$ cat src/rtl/mw_pkg.sv
package mw_pkg;
  typedef enum logic [2:0] {
    OP_READ      = 3'd0,
    OP_WRITE     = 3'd1,
    OP_ERASE     = 3'd2,
    OP_CLEAR_ALL = 3'd3,
    OP_FILL      = 3'd4,
    OP_UNLOCK    = 3'd5,
    OP_LOCK      = 3'd6
  } op_e;

  typedef enum logic [2:0] {
    ST_IDLE,
    ST_SHIFT,
    ST_GAP,
    ST_SETTLE,
    ST_POLL
  } st_e;

  function automatic logic is_prog(op_e op);
    return (op == OP_WRITE) || (op == OP_ERASE) || (op == OP_CLEAR_ALL) || (op == OP_FILL);
  endfunction

  function automatic logic has_data(op_e op);
    return (op == OP_WRITE) || (op == OP_FILL);
  endfunction
endpackage

$ cat src/rtl/mw_sclk_gen.sv
module mw_sclk_gen #(
  parameter int unsigned HALF_DIV = 4
) (
  input  logic clk_i,
  input  logic rst_ni,
  input  logic en_i,
  output logic sclk_o,
  output logic rise_o,
  output logic fall_o
);
  localparam int unsigned CW = (HALF_DIV > 1) ? $clog2(HALF_DIV) : 1;

  logic [CW-1:0] cnt_q;
  logic          sclk_q;
  logic          tick;

  assign tick   = en_i && (cnt_q == CW'(HALF_DIV - 1));
  assign rise_o = tick && !sclk_q;
  assign fall_o = tick && sclk_q;
  assign sclk_o = sclk_q;

  always_ff @(posedge clk_i or negedge rst_ni) begin
    if (!rst_ni) begin
      cnt_q  <= '0;
      sclk_q <= 1'b0;
    end else if (!en_i) begin
      cnt_q  <= '0;
      sclk_q <= 1'b0;
    end else if (tick) begin
      cnt_q  <= '0;
      sclk_q <= ~sclk_q;
    end else begin
      cnt_q <= cnt_q + 1'b1;
    end
  end


  rise_fall_excl_chk: assert property (@(posedge clk_i) disable iff (!rst_ni)
    rise_o |=> (sclk_o && !fall_o));
endmodule

$ cat src/rtl/mw_timer.sv
module mw_timer #(
  parameter int unsigned MAXV = 16,
  parameter int unsigned W    = $clog2(MAXV + 1)
) (
  input  logic         clk_i,
  input  logic         rst_ni,
  input  logic         load_i,
  input  logic [W-1:0] val_i,
  output logic         zero_o
);
  logic [W-1:0] cnt_q;

  assign zero_o = (cnt_q == '0);

  always_ff @(posedge clk_i or negedge rst_ni) begin
    if (!rst_ni)          cnt_q <= '0;
    else if (load_i)      cnt_q <= val_i;
    else if (cnt_q != '0) cnt_q <= cnt_q - 1'b1;
  end


  load_nonzero_chk: assert property (@(posedge clk_i) disable iff (!rst_ni)
    (load_i && val_i != '0) |=> !zero_o);
endmodule

$ cat src/rtl/mw_eeprom_host.sv
module mw_eeprom_host #(
  parameter int unsigned ADDR_W     = 6,
  parameter int unsigned DATA_W     = 16,
  parameter int unsigned HALF_DIV   = 4,
  parameter int unsigned CS_LOW_CYC = 10,
  parameter int unsigned POLL_MAX   = 400
) (
  input  logic              clk_i,
  input  logic              rst_ni,
  input  logic              req_i,
  input  logic [2:0]        op_i,
  input  logic [ADDR_W-1:0] addr_i,
  input  logic [DATA_W-1:0] wdata_i,
  output logic              busy_o,
  output logic              done_o,
  output logic              timeout_o,
  output logic [DATA_W-1:0] rdata_o,
  output logic              sel_o,
  output logic              sclk_o,
  output logic              ser_o,
  input  logic              ser_i
);
  import mw_pkg::*;

  localparam int unsigned CMD_W   = 3 + ADDR_W;
  localparam int unsigned FRAME_W = CMD_W + DATA_W;
  localparam int unsigned BCW     = $clog2(FRAME_W + 1);
  localparam int unsigned TMAX0   = (CS_LOW_CYC > HALF_DIV) ? CS_LOW_CYC : HALF_DIV;
  localparam int unsigned TMAX    = (POLL_MAX > TMAX0) ? POLL_MAX : TMAX0;
  localparam int unsigned TW      = $clog2(TMAX + 1);

  st_e                st_q;
  op_e                op_q, op_in;
  logic [FRAME_W-1:0] tx_q, frame;
  logic [BCW-1:0]     nbits_q, bcnt_q, nb;
  logic [DATA_W-1:0]  rx_q;
  logic               prog_q, to_q, sel_q, done_q;
  logic [1:0]         opc;
  logic [ADDR_W-1:0]  afield;
  logic               sh_rise, sh_fall, frame_end;
  logic               tmr_load, tmr_zero;
  logic [TW-1:0]      tmr_val;

  mw_sclk_gen #(.HALF_DIV(HALF_DIV)) u_sclk (
    .clk_i (clk_i), .rst_ni (rst_ni), .en_i (st_q == ST_SHIFT),
    .sclk_o(sclk_o), .rise_o (sh_rise), .fall_o (sh_fall)
  );

  mw_timer #(.MAXV(TMAX), .W(TW)) u_tmr (
    .clk_i (clk_i), .rst_ni (rst_ni), .load_i (tmr_load),
    .val_i (tmr_val), .zero_o (tmr_zero)
  );

  // instruction build
  always_comb begin
    op_in  = op_e'(op_i);
    opc    = 2'b00;
    afield = {2'b00, {(ADDR_W-2){1'b0}}};
    case (op_in)
      OP_READ:      begin opc = 2'b10; afield = addr_i; end
      OP_WRITE:     begin opc = 2'b01; afield = addr_i; end
      OP_ERASE:     begin opc = 2'b11; afield = addr_i; end
      OP_CLEAR_ALL: afield = {2'b10, {(ADDR_W-2){1'b0}}};
      OP_FILL:      afield = {2'b01, {(ADDR_W-2){1'b0}}};
      OP_UNLOCK:    afield = {2'b11, {(ADDR_W-2){1'b0}}};
      default:      afield = {2'b00, {(ADDR_W-2){1'b0}}};
    endcase
    frame = {1'b1, opc, afield, has_data(op_in) ? wdata_i : {DATA_W{1'b0}}};
    nb    = (op_in == OP_READ || has_data(op_in)) ? BCW'(FRAME_W) : BCW'(CMD_W);
  end

  assign frame_end = (st_q == ST_SHIFT) && sh_fall && (bcnt_q == nbits_q);

  always_comb begin
    tmr_load = 1'b0;
    tmr_val  = '0;
    if (frame_end) begin
      tmr_load = 1'b1; tmr_val = TW'(CS_LOW_CYC);
    end else if (st_q == ST_GAP && tmr_zero && prog_q) begin
      tmr_load = 1'b1; tmr_val = TW'(HALF_DIV);
    end else if (st_q == ST_SETTLE && tmr_zero) begin
      tmr_load = 1'b1; tmr_val = TW'(POLL_MAX);
    end else if (st_q == ST_POLL && !ser_i && tmr_zero) begin
      tmr_load = 1'b1; tmr_val = TW'(CS_LOW_CYC);
    end
  end

  always_ff @(posedge clk_i or negedge rst_ni) begin
    if (!rst_ni) begin
      st_q    <= ST_IDLE;
      op_q    <= OP_LOCK;
      tx_q    <= '0;
      nbits_q <= '0;
      bcnt_q  <= '0;
      rx_q    <= '0;
      prog_q  <= 1'b0;
      to_q    <= 1'b0;
      sel_q   <= 1'b0;
      done_q  <= 1'b0;
    end else begin
      done_q <= 1'b0;
      case (st_q)
        ST_IDLE: if (req_i) begin
          op_q    <= op_in;
          tx_q    <= frame;
          nbits_q <= nb;
          bcnt_q  <= '0;
          prog_q  <= is_prog(op_in);
          to_q    <= 1'b0;
          sel_q   <= 1'b1;
          st_q    <= ST_SHIFT;
        end
        ST_SHIFT: begin
          if (sh_rise) bcnt_q <= bcnt_q + 1'b1;
          if (sh_fall) begin
            // bit returned with the last address bit is the dummy zero
            if (op_q == OP_READ && bcnt_q > BCW'(CMD_W))
              rx_q <= {rx_q[DATA_W-2:0], ser_i};
            if (frame_end) begin
              sel_q <= 1'b0;
              tx_q  <= '0;
              st_q  <= ST_GAP;
            end else begin
              tx_q <= tx_q << 1;
            end
          end
        end
        ST_GAP: if (tmr_zero) begin
          if (prog_q) begin
            sel_q <= 1'b1;
            st_q  <= ST_SETTLE;
          end else begin
            done_q <= 1'b1;
            st_q   <= ST_IDLE;
          end
        end
        ST_SETTLE: if (tmr_zero) st_q <= ST_POLL;
        ST_POLL: begin
          if (ser_i) begin
            // ready: one clock with a 1 releases the shared line
            prog_q  <= 1'b0;
            tx_q    <= {1'b1, {(FRAME_W-1){1'b0}}};
            nbits_q <= BCW'(1);
            bcnt_q  <= '0;
            st_q    <= ST_SHIFT;
          end else if (tmr_zero) begin
            to_q   <= 1'b1;
            prog_q <= 1'b0;
            sel_q  <= 1'b0;
            st_q   <= ST_GAP;
          end
        end
        default: st_q <= ST_IDLE;
      endcase
    end
  end

  assign busy_o    = (st_q != ST_IDLE);
  assign done_o    = done_q;
  assign timeout_o = to_q;
  assign rdata_o   = rx_q;
  assign sel_o     = sel_q;
  assign ser_o     = tx_q[FRAME_W-1];

  // chip-select low time, counted independently
  logic [TW-1:0] low_cnt_q;
  always_ff @(posedge clk_i or negedge rst_ni) begin
    if (!rst_ni)                         low_cnt_q <= TW'(CS_LOW_CYC);
    else if (sel_q)                      low_cnt_q <= '0;
    else if (low_cnt_q != TW'(CS_LOW_CYC)) low_cnt_q <= low_cnt_q + 1'b1;
  end


  sel_gap_chk: assert property (@(posedge clk_i) disable iff (!rst_ni)
    $rose(sel_o) |-> (low_cnt_q == TW'(CS_LOW_CYC)));


  sclk_park_chk: assert property (@(posedge clk_i) disable iff (!rst_ni)
    !sel_o |-> !sclk_o);


  ser_hold_chk: assert property (@(posedge clk_i) disable iff (!rst_ni)
    sclk_o |-> $stable(ser_o));


  release_chk: assert property (@(posedge clk_i) disable iff (!rst_ni)
    (st_q == ST_POLL && ser_i) |=> (ser_o && sel_o));


  timeout_sel_chk: assert property (@(posedge clk_i) disable iff (!rst_ni)
    $rose(timeout_o) |-> !sel_o);


  done_once_chk: assert property (@(posedge clk_i) disable iff (!rst_ni)
    done_o |=> !done_o);


  busy_drop_chk: assert property (@(posedge clk_i) disable iff (!rst_ni)
    $fell(busy_o) |-> done_o);
endmodule

$ cat config.mk
export PLATFORM = sky130hd
export DESIGN_NAME = mw_eeprom_host
export DESIGN_NICKNAME = d
export VERILOG_FILES = /design/src/rtl/mw_pkg.sv /design/src/rtl/mw_sclk_gen.sv /design/src/rtl/mw_timer.sv /design/src/rtl/mw_eeprom_host.sv
export SDC_FILE = /design/constraint.sdc
export NUM_CORES = 1
export LEC_CHECK = 0
export ABC_CLOCK_PERIOD_IN_PS = 2800
export CORE_UTILIZATION = 54
export CTS_CLUSTER_SIZE = 28
export DETAILED_ROUTE_END_ITERATION = 16
export HOLD_SLACK_MARGIN = 0.08
export PLACE_DENSITY_LB_ADDON = 0.3
export SLEW_MARGIN = 20
export SYNTH_ARGS = -nofsm -noshare
export SYNTH_HDL_FRONTEND = slang
export SYNTH_SLANG_ARGS = --single-unit
$ cat constraint.sdc
create_clock -name clk_i -period 2.8 [get_ports clk_i]
set_clock_uncertainty 0.05 [all_clocks]
set_input_delay 0.56 -clock clk_i [delete_from_list [all_inputs] [get_ports clk_i]]
set_output_delay 0.56 -clock clk_i [all_outputs]
set_load 0.02 [all_outputs]
==> results.md <==
* Status: complete, no violations
* Worst hold slack at roughly 220 ps
* Routed met3 length at 301 µm
* Post-Place Cells at about 430
* Compound-gate portion of the synthesized area at 18.5%
* Routed Antenna Nets at 0
* Power density cells at approximately 800 nW/µm²
* RSZ-0062 raised after global routing: false
* CTS hold repair buffers at 0
* Synthesized area per cell at roughly 11 µm²
* Buffers on Ports at 50
* Synth area leader: dfrtp_1
* Max-Cap Viols at 0
* Simple-Gate Fraction of Synth Area at around 13%
* Die X at slightly above 80 µm
* Clock latency at the later pin of the worst-skew pair at about 340 ps
* Mapped Cells at 320
* First-pass GRT wire length at approximately 11000 µm
* Worst slew pin tran at 724 ps
* Chip height at slightly above 80 µm
* Setup TNS at 0 ps
* Initial antenna violation count at 0
* Cell with the most instances after synthesis: dfrtp_1
* Placed instance area at ~4000 µm²
* Hold Vio Cnt, Final at 0
* Worst min-delay path class: input pin to async pin
* Synthesized cell area at between 3000 and 4000 µm²
* Critical path class: flip-flop to primary output
* Mux cell area share after synthesis at just under 7%
* Ant diodes at 0
* CTS tree: built
* Post-synth EDFFs at 0
* Crit path launch: st_q[2]$_DFFE_PN0P_
* P&R area growth vs syn at 21.4%
* Io pins at between 50 and 60
* Via count at approximately 2500
* Post-synthesis adder-cell area fraction at roughly 1.5%
* RePlAce Congestion at 0.812
* Syn Nets at about 350
* Drt via density at ~5.7
* Design area at 4160 µm²
* Yosys reg bits at between 70 and 80
* Period utilization at roughly nine tenths
* Area taken by multi-input logic gates at between 1000 and 1500 µm²
* Clock tree buffer depth at 2
* Yosys top cell area share at 50.4%
* Final std cells w/o fill at between 400 and 500
* # H-tree levels at 3
* Async SR Flop Fraction at 100%
* YS warnings at 0
* GRT Residual Overflow at 0
* CP Capture Type: primary output
* CTS sink cnt at about 70
* Most instantiated cells after synthesis: 69 x dfrtp_1, 29 x o21ai_0, 25 x inv_1, 21 x a22oi_1, 20 x mux2_2
* Share of post-route cells with drive strength above 1 at approximately 15%
* PostCTS Resize Cnt at 0
* Setup Buffers After CTS at 0
* Die Area at around 6700 µm²
* Top FF cell, synth: dfrtp_1
* Root Buffer: clkbuf_8
* First-pass DRT Iterations at 4
* Worst Path Arrival at 1900 ps
* R2R Path Start: st_q[0]$_DFFE_PN0P_
* Placement row count at 28
* Core area at approximately 6000 µm²
* Drt drc at 0
* Fin crit period at 2510 ps
* Crit-path max FO at 17
* Vias in the first global route at 2413
* Largest net degree at the start of global routing at 42
* WL met1 at between 3000 and 4000 µm
* Largest family of logic cells by synthesized area: compound AO/OA/AOI/OAI gates
* Clock-pin slew on the worst setup and hold paths at about 70 ps
* Critical Path Source Type: flip-flop
* Initial DRC Count at ~150
* FF/Latch Area at approximately 1800 µm²
* XOR/XNOR Fraction of Synth Area at ~3.3%
* Fmax at 0.398 GHz
* WL met2 at about 3200 µm
* Fin nets at approximately 400
* Total GRT Usage at a little under a quarter
* Drt total wl at approximately 6800 µm
* Max-slew violations at 0
* Fill count at about 450
* Leakage at between 1.5 and 2 nW
* Final setup violation count at 0
* Netlist cell types at 55
* Drt wl/cell at approximately 15 µm
* DPL Wire Length at ~4700 µm
* Top Metal Used: met4
* Slew HR at 51.4%
* Seq/Total Area, Yosys at 51.9%
* Initial Utilization at between 50% and 60%
* Largest cells by area after synthesis: dfrtp_1 50%, mux2_2 6.6%, a22oi_1 4.6%
* WP data required at 2190 ps
* Worst IR Drop VDD at 0.463 mV
* CTS buffer count at 9
==> kinds of logic (layout without fill, tap and decap cells) <==
kind of cell,count (synthesis),in the layout
adder cells (fa/ha/maj),4,4
buffers and inverters,42,94
XOR/XNOR,13,13
multiplexers,21,21
AND/OR/NAND/NOR,77,77
AO/OA/AOI/OAI,92,92
flip-flops,71,71
==> where the power goes <==
group / switching (W) / internal (W)
clock: 0.000380 / 0.000340
sequential: 0.000295 / 0.00136
combinational: 0.000471 / 0.000495
==> metrics by stage <==
step | util (%) | power [W] | setup WS [ps]
2_1_floorplan | - | 0.00237 | 656
4_1_cts | 68.9 | 0.00337 | 262
5_1_grt | 69.0 | 0.00359 | 175
3_3_place_gp | 66.1 | 0.00257 | 261
3_5_place_dp | 66.1 | 0.00263 | 219
6_report | 69.0 | 0.00335 | 286
==> routing by layer <==
metal	vias to the layer above	GRT usage (%)
met4	0	10.0
met2	63	34.7
li1	1243	-
met3	6	4.78
met1	1230	32.0
met5	-	0
==> state kept, by name, summed over array words and instances (netlist names), 2 cells and up <==
name / flops
bcnt_q: 5
nbits_q: 3
op_q: 3
rdata_o: 16
st_q: 3
tx_q: 25
u_sclk.cnt_q: 2
u_tmr.cnt_q: 9
==> worst max-delay path, cell delays in order (launching register included) <==
cell and delay [ps]:
dfrtp_1 580, or3_1 440, clkdlybuf4s50_1 540
==> worst paths after layout <==
kind                                               to  slack [ps]  depth (start not counted)
max in group asynchronous         tx_q[4]$_DFFE_PN0P_        1830                          2
hold / removal             u_tmr.cnt_q[6]$_DFFE_PN0P_         220                          1
min in group clk_i          u_sclk.cnt_q[0]$_DFF_PN0_         390                          1
setup / recovery                               busy_o         290                          2
hold reg to reg             u_sclk.cnt_q[0]$_DFF_PN0_         390                          1
setup reg to reg               rdata_o[5]$_DFFE_PN0P_         590                          5
==> area by class of cell <==
class / instances / area share (%)
multi-input combinational: 207 / 35.3
tap: 75 / 2.26
clock inverter: 5 / 0.843
inverter: 25 / 2.26
clock buffer: 10 / 3.31
timing repair buffer: 54 / 13.2
sequential: 71 / 42.8
==> layout by cell type, fill, tap and decap left out, types with 7 or more instances in the layout <==
cell,synthesis,final
dfrtp_1,69,69
clkdlybuf4s50_1,0,49
nand2_1,13,13
or3_1,7,7
nor3_1,7,7
a22oi_1,21,21
a21oi_1,7,7
o21ai_0,29,29
clkbuf_8,0,10
mux2_2,20,20
xnor2_1,8,8
nor2_1,15,15
inv_1,25,25
No activity file was read; power rests on OpenSTA's default activity.
